File: config.mk
export PLATFORM = sky130hd
export DESIGN_NAME = approx_cla_adder
export DESIGN_NICKNAME = d
export VERILOG_FILES = /design/src/rtl/approx_cla_pkg.sv /design/src/rtl/acla_pg.sv /design/src/rtl/acla_carry.sv /design/src/rtl/acla_select.sv /design/src/rtl/approx_cla_adder.sv
export SDC_FILE = /design/constraint.sdc
export NUM_CORES = 1
export LEC_CHECK = 0
export BUFFER_PORTS_ARGS = -buffer_cell sky130_fd_sc_hd__buf_4
export CAP_MARGIN = 20
export CELL_PAD_IN_SITES_DETAIL_PLACEMENT = 0
export CELL_PAD_IN_SITES_GLOBAL_PLACEMENT = 1
export CORE_UTILIZATION = 35
export CTS_CLUSTER_SIZE = 16
export DETAILED_ROUTE_END_ITERATION = 12
export MAX_ROUTING_LAYER = met4
export PLACE_DENSITY_LB_ADDON = 0.1
export SYNTH_ARGS = -nofsm -noshare
export SYNTH_HDL_FRONTEND = slang
export SYNTH_SLANG_ARGS = --single-unit
File: constraint.sdc
create_clock -name clk -period 3.15 [get_ports clk]
set_clock_uncertainty 0.1 [all_clocks]
set_input_delay 0.1575 -clock clk [delete_from_list [all_inputs] [get_ports clk]]
set_output_delay 0.1575 -clock clk [all_outputs]
set_load 0.02 [all_outputs]
File: src/rtl/approx_cla_pkg.sv
package approx_cla_pkg;
  typedef enum logic {
    MODE_EXACT  = 1'b0,
    MODE_APPROX = 1'b1
  } add_mode_e;
endpackage

File: src/rtl/acla_pg.sv
module acla_pg #(
  parameter int WIDTH = 8
) (
  input  logic [WIDTH-1:0] a,
  input  logic [WIDTH-1:0] b,
  output logic [WIDTH-1:0] prop,
  output logic [WIDTH-1:0] gen
);
  for (genvar i = 0; i < WIDTH; i++) begin : g_bit
    assign prop[i] = a[i] ^ b[i];
    assign gen[i]  = a[i] & b[i];
  end
endmodule

File: src/rtl/acla_carry.sv
module acla_carry #(
  parameter int WIDTH  = 8,
  parameter int WINDOW = 4
) (
  input  logic [WIDTH-1:0] prop,
  input  logic [WIDTH-1:0] gen,
  input  logic             cin,
  input  logic             far_en,
  output logic [WIDTH:1]   near_c,
  output logic [WIDTH:1]   far_c
);
  // One column per carry: split the lookahead products by distance.
  for (genvar k = 0; k < WIDTH; k++) begin : g_col
    logic col_near;
    logic col_far;
    always_comb begin
      logic run;
      col_near = 1'b0;
      col_far  = 1'b0;
      run      = 1'b1;
      for (int j = k; j >= 0; j--) begin
        if ((k - j) < WINDOW) col_near = col_near | (run & gen[j]);
        else                  col_far  = col_far  | (run & gen[j]);
        run = run & prop[j];
      end
      if (k < WINDOW) col_near = col_near | (run & cin);
      else            col_far  = col_far  | (run & cin);
    end
    assign near_c[k+1] = col_near;
    assign far_c[k+1]  = col_far & far_en;
  end
endmodule

File: src/rtl/acla_select.sv
module acla_select #(
  parameter int WIDTH = 8
) (
  input  logic [WIDTH-1:0] prop,
  input  logic [WIDTH:1]   near_c,
  input  logic [WIDTH:1]   far_c,
  input  logic             cin,
  input  logic             use_near,
  output logic [WIDTH-1:0] sum,
  output logic             cout
);
  logic [WIDTH:0] carry;
  assign carry[0] = cin;
  for (genvar k = 1; k <= WIDTH; k++) begin : g_mux
    assign carry[k] = use_near ? near_c[k] : (near_c[k] | far_c[k]);
  end
  assign sum  = prop ^ carry[WIDTH-1:0];
  assign cout = carry[WIDTH];
endmodule

File: src/rtl/approx_cla_adder.sv
module approx_cla_adder #(
  parameter int WIDTH  = 8,
  parameter int WINDOW = 4
) (
  input  logic             clk,
  input  logic             rst,
  input  logic [WIDTH-1:0] op_a,
  input  logic [WIDTH-1:0] op_b,
  input  logic             carry_in,
  input  logic             approx_en,
  output logic [WIDTH-1:0] sum_q,
  output logic             carry_out_q
);
  import approx_cla_pkg::*;

  add_mode_e        mode;
  logic [WIDTH-1:0] prop;
  logic [WIDTH-1:0] gen;
  logic [WIDTH:1]   near_c;
  logic [WIDTH:1]   aug_c;
  logic             far_en;
  logic [WIDTH-1:0] sum_d;
  logic             cout_d;

  assign mode   = add_mode_e'(approx_en);
  assign far_en = (mode == MODE_EXACT);

  acla_pg #(.WIDTH(WIDTH)) u_pg (
    .a    (op_a),
    .b    (op_b),
    .prop (prop),
    .gen  (gen)
  );

  acla_carry #(.WIDTH(WIDTH), .WINDOW(WINDOW)) u_carry (
    .prop   (prop),
    .gen    (gen),
    .cin    (carry_in),
    .far_en (far_en),
    .near_c (near_c),
    .far_c  (aug_c)
  );

  acla_select #(.WIDTH(WIDTH)) u_sel (
    .prop     (prop),
    .near_c   (near_c),
    .far_c    (aug_c),
    .cin      (carry_in),
    .use_near (mode == MODE_APPROX),
    .sum      (sum_d),
    .cout     (cout_d)
  );

  always_ff @(posedge clk) begin
    if (rst) begin
      sum_q       <= '0;
      carry_out_q <= 1'b0;
    end else begin
      sum_q       <= sum_d;
      carry_out_q <= cout_d;
    end
  end
endmodule

Word level (Yosys, flattened, before mapping)
Cells that the tools add are included.

cells by class
  bitwise logic cells = 122
  multiplexer cells = 4

operators by type and width
  kind         count
  $and 1x1->1  76
  $or 1x1->1   36
  $xor 1x1->1  8
  $xor 8x8->8  1
  $mux 1       4
  $not 1->1    1

storage, ports and cells
  output and inout bits = 9
  word-level logic and storage cells = 128
  register bits = 9
  input bits = 20

Logic depth before layout (Yosys ltp)
Gate-level depths: netlist of run 1.

  word-level depth = 13
  depth in mapped cells = 6
  mapped depth without buffers = 5

By module
Synthesis of run 1 repeated with hierarchy kept, for this count alone.

unflattened totals
  cells, all modules = 91
  area total of the unflattened synthesis = 772.0 um2

modules (own cells, without submodules)
  module            sequential area each (um2)  cells an instance  times used  area each (um2)
  acla_carry        0.0                         47                 1           287.8
  approx_cla_adder  180.2                       19                 1           240.2
  acla_select       0.0                         17                 1           143.9
  acla_pg           0.0                         8                  1           100.1

Worst setup path after synthesis of run 1
OpenSTA, ideal clock, no wires.

  kind = input to register
  start point = in op_a[0]
  end point = reg sum_q[4]
  buffers on the path = 0
  cell stages on the path = 5
  arrival = 1.419 ns
  slack = 1.508 ns
  data required time = 2.927 ns
  setup time = 0.123 ns
  cell sequence = ha_1 -> a211oi_4 -> o21bai_2 -> a21oi_1 -> mux2_1

on the way
  longest elaborated chain between the ends = 5
  elaborated cells on any way between the ends = 8
  classes of those cells = bitwise (8)

RTL lines
  what                                               RTL line                            text
  start, declared                                    approx_cla_adder.sv:7               input logic [WIDTH-1:0] op_a,
  $and 1x1->1 / $xor 1x1->1 (equally long branches)  acla_pg.sv:11, acla_pg.sv:10
  $and 1x1->1, on equally long branches              acla_carry.sv:22, acla_carry.sv:24
  $or 1x1->1 / $and 1x1->1 (equally long branches)   acla_carry.sv:22, acla_carry.sv:26
  $or 1x1->1 *                                       acla_carry.sv:26                    if (k < WINDOW) col_near = col_near | (run & cin);
  $xor 8x8->8 *                                      acla_select.sv:17                   assign sum = prop ^ carry[WIDTH-1:0];
  end signal, assigned                               approx_cla_adder.sv:59              sum_q <= sum_d;
  end, declared                                      approx_cla_adder.sv:11              output logic [WIDTH-1:0] sum_q,

Every way passes the cells marked *; elsewhere a longest branch is shown, timed or not.
A chain may end at the register's enable or synchronous reset.

Worst setup path after layout of run 1
Same ends and word-level chain as after synthesis.

==> results_dict.tcl, run 1 <==
set metrics [dict create \
    status "completed" \
    coreArea_um2 1745 \
    overflow 0 \
    dpl_worst_slack_ns 1.308 \
    htreeDepth 1 \
    drcViolationCount 0 \
    crit_path_start "op_a[0]" \
    synth_seq_cells 9 \
    layout.nets 134 \
    post-place-cells 125 \
    yosysWarnings 0 \
    port_buffers 28 \
    cts_made_buffers 3 \
    slowest_delay_ns 0.34 \
    post_drt_via_cell_ratio 4.589 \
    routedWlPerCell_um 9.922 \
    postCtsSetupBuffers 0 \
    num_vias 592 \
    maxCapViolCount 0 \
    grt_util_all_layers_pct 15.28 \
    cts_sinks 9 \
    clkTransAtPathRegs_ns 0.05 \
    syn_area_um2 660.6 \
    path_depth 6 \
    final_cell_mix "28 x buf_4, 9 x nor2_1, 9 x dfxtp_1" \
    cts_resized 0 \
    grt_pass1_wl_um 2104 \
    synth_compound_area_share_pct 17.99 \
    hold_viol 0 \
    setup_ws_ns 1.568 \
    place_hpwl_um 1076 \
    root_buffer "clkbuf_4" \
    die-area_um2 2065 \
    slew_headroom_pct 84.28 \
    path_delay_family "compound AO/OA/AOI/OAI gates" \
    synth_top_family_by_area "simple AND/OR/NAND/NOR gates" \
    yosysSeqAreaShare_pct 27.27 \
    critPathLaunchType "primary input" \
    yosysUniqueCellTypes 33 \
    area_delta_synth_final_pct 37.50 \
    final_common_cell "buf_4" \
    total_power_uw 352.1 \
    row_count 15 \
    drtIter0Drc 5 \
    final-setup-viol-count 0 \
    slew_viol_final 0 \
    hold_path.class "primary input to flop" \
    io_pins 29 \
    rsz0062_at_grt "false" \
    cts_hold_buffers 0 \
    cts_tree "done" \
    drive_above_1_share_pct 35.58 \
    postSynthAreaPerCell_um2 8.808 \
    dpl_cell_area_um2 882.1 \
    final_area_um2 908.4 \
    crit_end "sum_q[4]" \
    muxShareOfSynthArea_pct 3.220 \
    post-route-util_pct 52.04 \
    arrival_ns 1.62 \
    ant_nets 0 \
    first_global_vias 526 \
    grt_max_degree 17 \
    ir_worst_vdd_uv 175.9 \
    finalWeightedCongestion 0.7315 \
    tightest_slew_ns 0.2321 \
    synth_fa_ha_area_share_pct 18.18 \
    initial_utilization_pct 37.85 \
    synthCells 75 \
    path_max_fanout 4 \
    drt_pass1_iterations 2 \
    p_leak_nw 0.4275 \
    synth_nets 104 \
    synth_xor_area_share_pct 2.652 \
    power.density_nw_per_um2 387.6 \
    antenna_found_initial 0 \
    fin_crit_sh_pct 50.23 \
    die_x_um 45.45 \
    wl_um 1280 \
    hold_slack_ns 0.09107 \
    fmax_ghz 0.6320 \
    crit_type "primary input to flop" \
    finalCriticalPeriod_ns 1.582 \
    die_h_um 45.45 \
    clock_path_buffers 2 \
    synth-simple-area-share_pct 25.38 \
    fin_setup_tns_ns 0 \
    critical_path.slowest_cell "mux2_1" \
    fin_cells 129 \
    n_antenna_cell 0 \
    worstPathCellList "buf_4 -> ha_1 -> a211oi_4 -> o21bai_2 -> a21oi_1 -> mux2_1" \
    cp.required_ns 3.18 \
    crit_buf_inv 1 \
    cp-end-kind "flop" \
]
[state kept, by name, summed over array words and instances, names as in the netlist]
signal       count
carry_out_q      1
sum_q            8
[cell type report]
cell class | instances | area [um2]
flip-flops and latches | 9 | 180.2
multi-input cells | 59 | 445.4
inverters | 4 | 15.01
clock buffers | 4 | 26.28
fillers | 181 | 837.1
well taps | 25 | 31.28
repair buffers | 28 | 210.2
[worst min path at each step]
stage          start     endpoint  slack (ns)  depth (start not counted)
3_5_place_dp     rst     sum_q[3]        0.35                          2
6_report         rst     sum_q[3]        0.09                          2
2_1_floorplan    rst  carry_out_q        0.24                          2
5_1_grt          rst     sum_q[3]        0.09                          2
4_1_cts          rst     sum_q[3]        0.08                          2
3_3_place_gp     rst     sum_q[0]        0.35                          2
[per-layer routing]
layer | GRT usage [%] | up-vias | share of wire (%)
met5 | - | - | 0
met4 | 10.91 | 0 | 1.3
met3 | 2.381 | 2 | 4.9
met2 | 22.00 | 18 | 43
met1 | 19.22 | 244 | 51
li1 | - | 328 | -
[cell families after synthesis]
family | count (synthesis)
DFF | 9
muxes | 2
buffers and inverters | 7
xor gates and xnor gates | 2
and+or+nand+nor | 32
AOI/OAI and AO/OA | 14
adders and majority gates | 9
[synth_stat cells]
cell type | number | area share, %
nor2b_1 | 1 | 0.95
a211oi_1 | 2 | 2.3
nor3_1 | 1 | 0.76
a21o_2 | 1 | 1.3
nand4_1 | 1 | 0.95
nand3b_1 | 1 | 1.1
o311ai_1 | 1 | 1.3
nand2b_1 | 3 | 2.8
buf_6 | 1 | 1.7
nor3b_1 | 2 | 2.3
mux2_1 | 1 | 1.7
clkbuf_2 | 1 | 0.76
inv_1 | 4 | 2.3
xor2_1 | 1 | 1.3
a2111o_1 | 1 | 1.7
or4_1 | 2 | 2.3
fa_1 | 1 | 3.0
or2_2 | 1 | 0.95
nand2_1 | 5 | 2.8
ha_1 | 8 | 15
dfxtp_1 | 9 | 27
xnor2_1 | 1 | 1.3
a211oi_4 | 1 | 3.0
a21oi_1 | 4 | 3.0
o22ai_1 | 1 | 0.95
o21ai_2 | 1 | 1.3
nand3_1 | 5 | 3.8
o21bai_2 | 1 | 1.7
nor2_1 | 9 | 5.1
a41oi_1 | 1 | 1.3
clkbuf_1 | 1 | 0.57
nor3_2 | 1 | 1.5
mux2i_1 | 1 | 1.5
[power by group]
part,internal (mW),total (mW),switching (mW)
Clock,0.0483,0.0815,0.0332
Combinational,0.0668,0.139,0.0727
Sequential,0.128,0.131,0.00303
Power figures use the tool's default switching activity.
==> inputs of run 2 (changes only) <==
--- a/config.mk
+++ b/config.mk
@@ -9,7 +9,8 @@
 export CAP_MARGIN = 20
 export CELL_PAD_IN_SITES_DETAIL_PLACEMENT = 0
 export CELL_PAD_IN_SITES_GLOBAL_PLACEMENT = 1
-export CORE_UTILIZATION = 35
+export CORE_ASPECT_RATIO = 1.5
+export CORE_UTILIZATION = 29
 export CTS_CLUSTER_SIZE = 16
 export DETAILED_ROUTE_END_ITERATION = 12
 export MAX_ROUTING_LAYER = met4
==> constraint.sdc (replaced) <==
create_clock -name clk -period 1.4 [get_ports clk]
set_clock_uncertainty 0.1 [all_clocks]
set_input_delay 0.07 -clock clk [delete_from_list [all_inputs] [get_ports clk]]
set_output_delay 0.07 -clock clk [all_outputs]
set_load 0.02 [all_outputs]
==> results_dict.tcl, run 2 (synthesis results as in run 1) <==
set metrics [dict create \
    hold_slack_ns 0.01691 \
    p_leak_nw 0.5005 \
    n_antenna_cell 0 \
    drive_above_1_share_pct 46.22 \
    critPathLaunchType "primary input" \
    htreeDepth 1 \
    slowest_delay_ns 0.53 \
    path_max_fanout 16 \
    final_common_cell "buf_4" \
    crit_path_start "rst" \
    tightest_slew_ns 0.2472 \
    top_register "sum_q" \
    hold_viol 0 \
    worstPathCellList "dlygate4sd3_1 -> buf_4 -> or4_1 -> o22ai_1" \
    hp-start "approx_en" \
    crit_buf_inv 2 \
    final_cell_mix "42 x buf_4, 9 x nor2_1, 9 x dfxtp_1" \
    critical_path.slowest_cell "dlygate4sd3_1" \
    layout.nets 149 \
    slew_headroom_pct 83.26 \
    post_drt_via_cell_ratio 4.872 \
    cts_made_buffers 3 \
    antenna_found_initial 0 \
    clkTransAtPathRegs_ns 0.06 \
    hold_path.class "primary input to flop" \
    area_delta_synth_final_pct 57.95 \
    ir_worst_vdd_uv 456.7 \
    post-place-cells 136 \
    overflow 0 \
    final-setup-viol-count 0 \
    arrival_ns 1.40 \
    die_h_um 60.46 \
    fin_crit_sh_pct 93.69 \
    drt_pass1_iterations 4 \
    die-area_um2 2477 \
    place_hpwl_um 1260 \
    cp.required_ns 1.49 \
    rsz0062_at_grt "false" \
    num_vias 687 \
    cts_tree "done" \
    grt_pass1_wl_um 2421 \
    fin_cells 141 \
    fmax_ghz 0.7624 \
    final_area_um2 1044 \
    maxCapViolCount 0 \
    finalWeightedCongestion 0.7724 \
    reg.largest.list "sum_q x8, carry_out_q x1" \
    ant_nets 0 \
    first_global_vias 628 \
    crit_type "primary input to flop" \
    largest_reg_flops 8 \
    cts_resized 0 \
    slew_viol_final 0 \
    path_delay_family "buffers and inverters" \
    wl_um 1496 \
    power.density_nw_per_um2 847.1 \
    root_buffer "clkbuf_4" \
    io_pins 29 \
    routedWlPerCell_um 10.61 \
    cts_sinks 9 \
    row_count 20 \
    status "completed" \
    cp-end-kind "flop" \
    clock_path_buffers 2 \
    grt_util_all_layers_pct 15.20 \
    drcViolationCount 0 \
    port_buffers 28 \
    finalCriticalPeriod_ns 1.312 \
    grt_max_degree 17 \
    initial_utilization_pct 31.81 \
    die_x_um 40.97 \
    dpl_cell_area_um2 1007 \
    fin_setup_tns_ns 0 \
    coreArea_um2 2077 \
    drtIter0Drc 6 \
]
[run 2: timing repair]
action	in CTS	in global routing
hold buffers	1	0
setup buffers	0	0
endpoints found under the hold margin	4	0
[run 2: metrics by stage]
stage / util, % / worst slack (ns) / power [mW]
after global routing: 50.24 / 0.04847 / 0.9551
after CTS: 50.24 / 0.08924 / 0.9025
after detailed placement: 48.49 / -0.1824 / 0.6832
after global placement: 48.49 / -0.1720 / 0.6808
final: 50.24 / 0.08834 / 0.8840
after floorplan: - / -0.008287 / 0.5104
[run 2: final cells by class]
cell class                 count  area (um2)
multi-input combinational     59       469.2
sequential                     9       180.2
fill                         219        1033
clock buffer                   4       26.28
tap                           22       27.53
inverter                       4       15.01
timing repair buffer          43       325.3
[run 2: report_power, final]
group	switching [mW]	internal [mW]	total (mW)
clock	0.0988	0.110	0.209
combinational	0.176	0.203	0.379
sequential	0.00787	0.288	0.296
total	0.283	0.601	0.884
[run 2: worst min-delay path: stages]
cell and delay (ns):
buf_4 0.09, or4_1 0.11, o22ai_1 0.06
[run 2: metal layers]
layer / up-vias / wire (um) / track usage [%]
met3: 4 / 77 / 2.198
met1: 305 / 588 / 16.70
met2: 22 / 785 / 23.44
met5: - / 0 / -
li1: 356 / - / -
met4: 0 / 44 / 11.43
[run 2: final timing paths]
kind,endpoint,slack (ns),cells after the start
max,carry_out_q,0.09,4
min,carry_out_q,0.02,3
==> inputs of run 3 (changes only) <==
--- a/config.mk
+++ b/config.mk
@@ -10,6 +10,7 @@
 export CELL_PAD_IN_SITES_DETAIL_PLACEMENT = 0
 export CELL_PAD_IN_SITES_GLOBAL_PLACEMENT = 1
 export CORE_ASPECT_RATIO = 1.5
+export CORE_MARGIN = 1.5
 export CORE_UTILIZATION = 29
 export CTS_CLUSTER_SIZE = 16
 export DETAILED_ROUTE_END_ITERATION = 12
==> results_dict.tcl, run 3 (synthesis results as in run 1) <==
set metrics [dict create \
    dpl_cell_area_um2 1039 \
    tightest_slew_ns 0.2594 \
    rsz0062_at_grt "false" \
    slew_viol_final 0 \
    grt_max_degree 17 \
    first_global_vias 662 \
    arrival_ns 1.40 \
    reg.largest.list "sum_q x8, carry_out_q x1" \
    drt_pass1_iterations 2 \
    hold_viol 0 \
    crit_type "primary input to flop" \
    grt_pass1_wl_um 2697 \
    row_count 21 \
    ant_nets 0 \
    final_common_cell "buf_4" \
    setup_ws_ns 0.08621 \
    crit_path_start "rst" \
    power.density_nw_per_um2 831.0 \
    clkTransAtPathRegs_ns 0.06 \
    layout.nets 153 \
    num_vias 703 \
    cts_sinks 9 \
    largest_reg_flops 8 \
    fin_crit_sh_pct 93.84 \
    cts_made_buffers 3 \
    area_delta_synth_final_pct 62.69 \
    slew_headroom_pct 82.43 \
    post-place-cells 141 \
    worstPathCellList "dlygate4sd3_1 -> buf_4 -> or4_1 -> o22ai_1" \
    post_drt_via_cell_ratio 4.815 \
    drtIter0Drc 5 \
    port_buffers 28 \
    hold_slack_ns 0.01816 \
    p_leak_nw 0.5202 \
    routedWlPerCell_um 11.18 \
    crit_end "carry_out_q" \
    cts_resized 0 \
    fin_cells 146 \
    multi_input_comb_area_um2 469.2 \
    initial_utilization_pct 30.29 \
    final_cell_mix "46 x buf_4, 9 x nor2_1, 9 x dfxtp_1" \
    final_area_um2 1075 \
    cp.required_ns 1.49 \
    wl_um 1632 \
    die_x_um 41.97 \
    overflow 0 \
    cts_tree "done" \
    cts_hold_buffers 1 \
    dpl_worst_slack_ns -0.1836 \
    crit_buf_inv 2 \
    drive_above_1_share_pct 47.97 \
    seqCellArea_um2 180.2 \
    maxCapViolCount 0 \
    path_max_fanout 16 \
    ir_worst_vdd_uv 424.0 \
    total_power_uw 893.1 \
    critPathLaunchType "primary input" \
    root_buffer "clkbuf_4" \
    die_h_um 61.46 \
    post-route-util_pct 49.28 \
    path_depth 4 \
    fmax_ghz 0.7612 \
    fillCellCount 225 \
    final-setup-viol-count 0 \
    cp-end-kind "flop" \
    hold_path.class "primary input to flop" \
    slowest_delay_ns 0.54 \
    finalWeightedCongestion 0.8238 \
    coreArea_um2 2181 \
    die-area_um2 2579 \
    n_antenna_cell 0 \
    finalCriticalPeriod_ns 1.314 \
    drcViolationCount 0 \
    status "completed" \
    clock_path_buffers 2 \
    io_pins 29 \
    top_register "sum_q" \
    critical_path.slowest_cell "dlygate4sd3_1" \
    path_delay_family "buffers and inverters" \
    postCtsSetupBuffers 0 \
    antenna_found_initial 0 \
    fin_setup_tns_ns 0 \
    htreeDepth 1 \
    grt_util_all_layers_pct 14.69 \
    place_hpwl_um 1408 \
]
-- run 3: power by group --
part	internal [mW]	total, mW	switching (mW)
Combinational	0.211	0.392	0.181
Sequential	0.288	0.298	0.0101
Clock	0.110	0.203	0.0931
Total	0.609	0.893	0.284
-- run 3: layout make-up --
class / count / area share (%)
multi-input combinational: 59 / 43.66
clock buffer: 4 / 2.445
tap: 23 / 2.678
inverter: 4 / 1.397
sequential: 9 / 16.76
timing repair buffer: 47 / 33.06
-- run 3: worst min path at each step --
stage                     cells after the start       from          end  slack, ns
after floorplan                               2        rst  carry_out_q       0.15
after global placement                        2        rst     sum_q[0]       0.27
after detailed placement                      2        rst     sum_q[0]       0.27
after CTS                                     3  approx_en  carry_out_q       0.01
after global routing                          3  approx_en  carry_out_q       0.01
final                                         3  approx_en  carry_out_q       0.02
-- run 3: tightest hold or removal path, delay by kind of cell --
kind,cells,cell delay (ns)
compound gates,1,0.06
buf+inv,1,0.09
simple gates,1,0.11
-- run 3: metal layers --
metal	track usage [%]	part of all wire (%)
met4	5.530	0.49
met1	13.96	37
met3	4.399	4.9
met2	27.90	57
met5	-	0
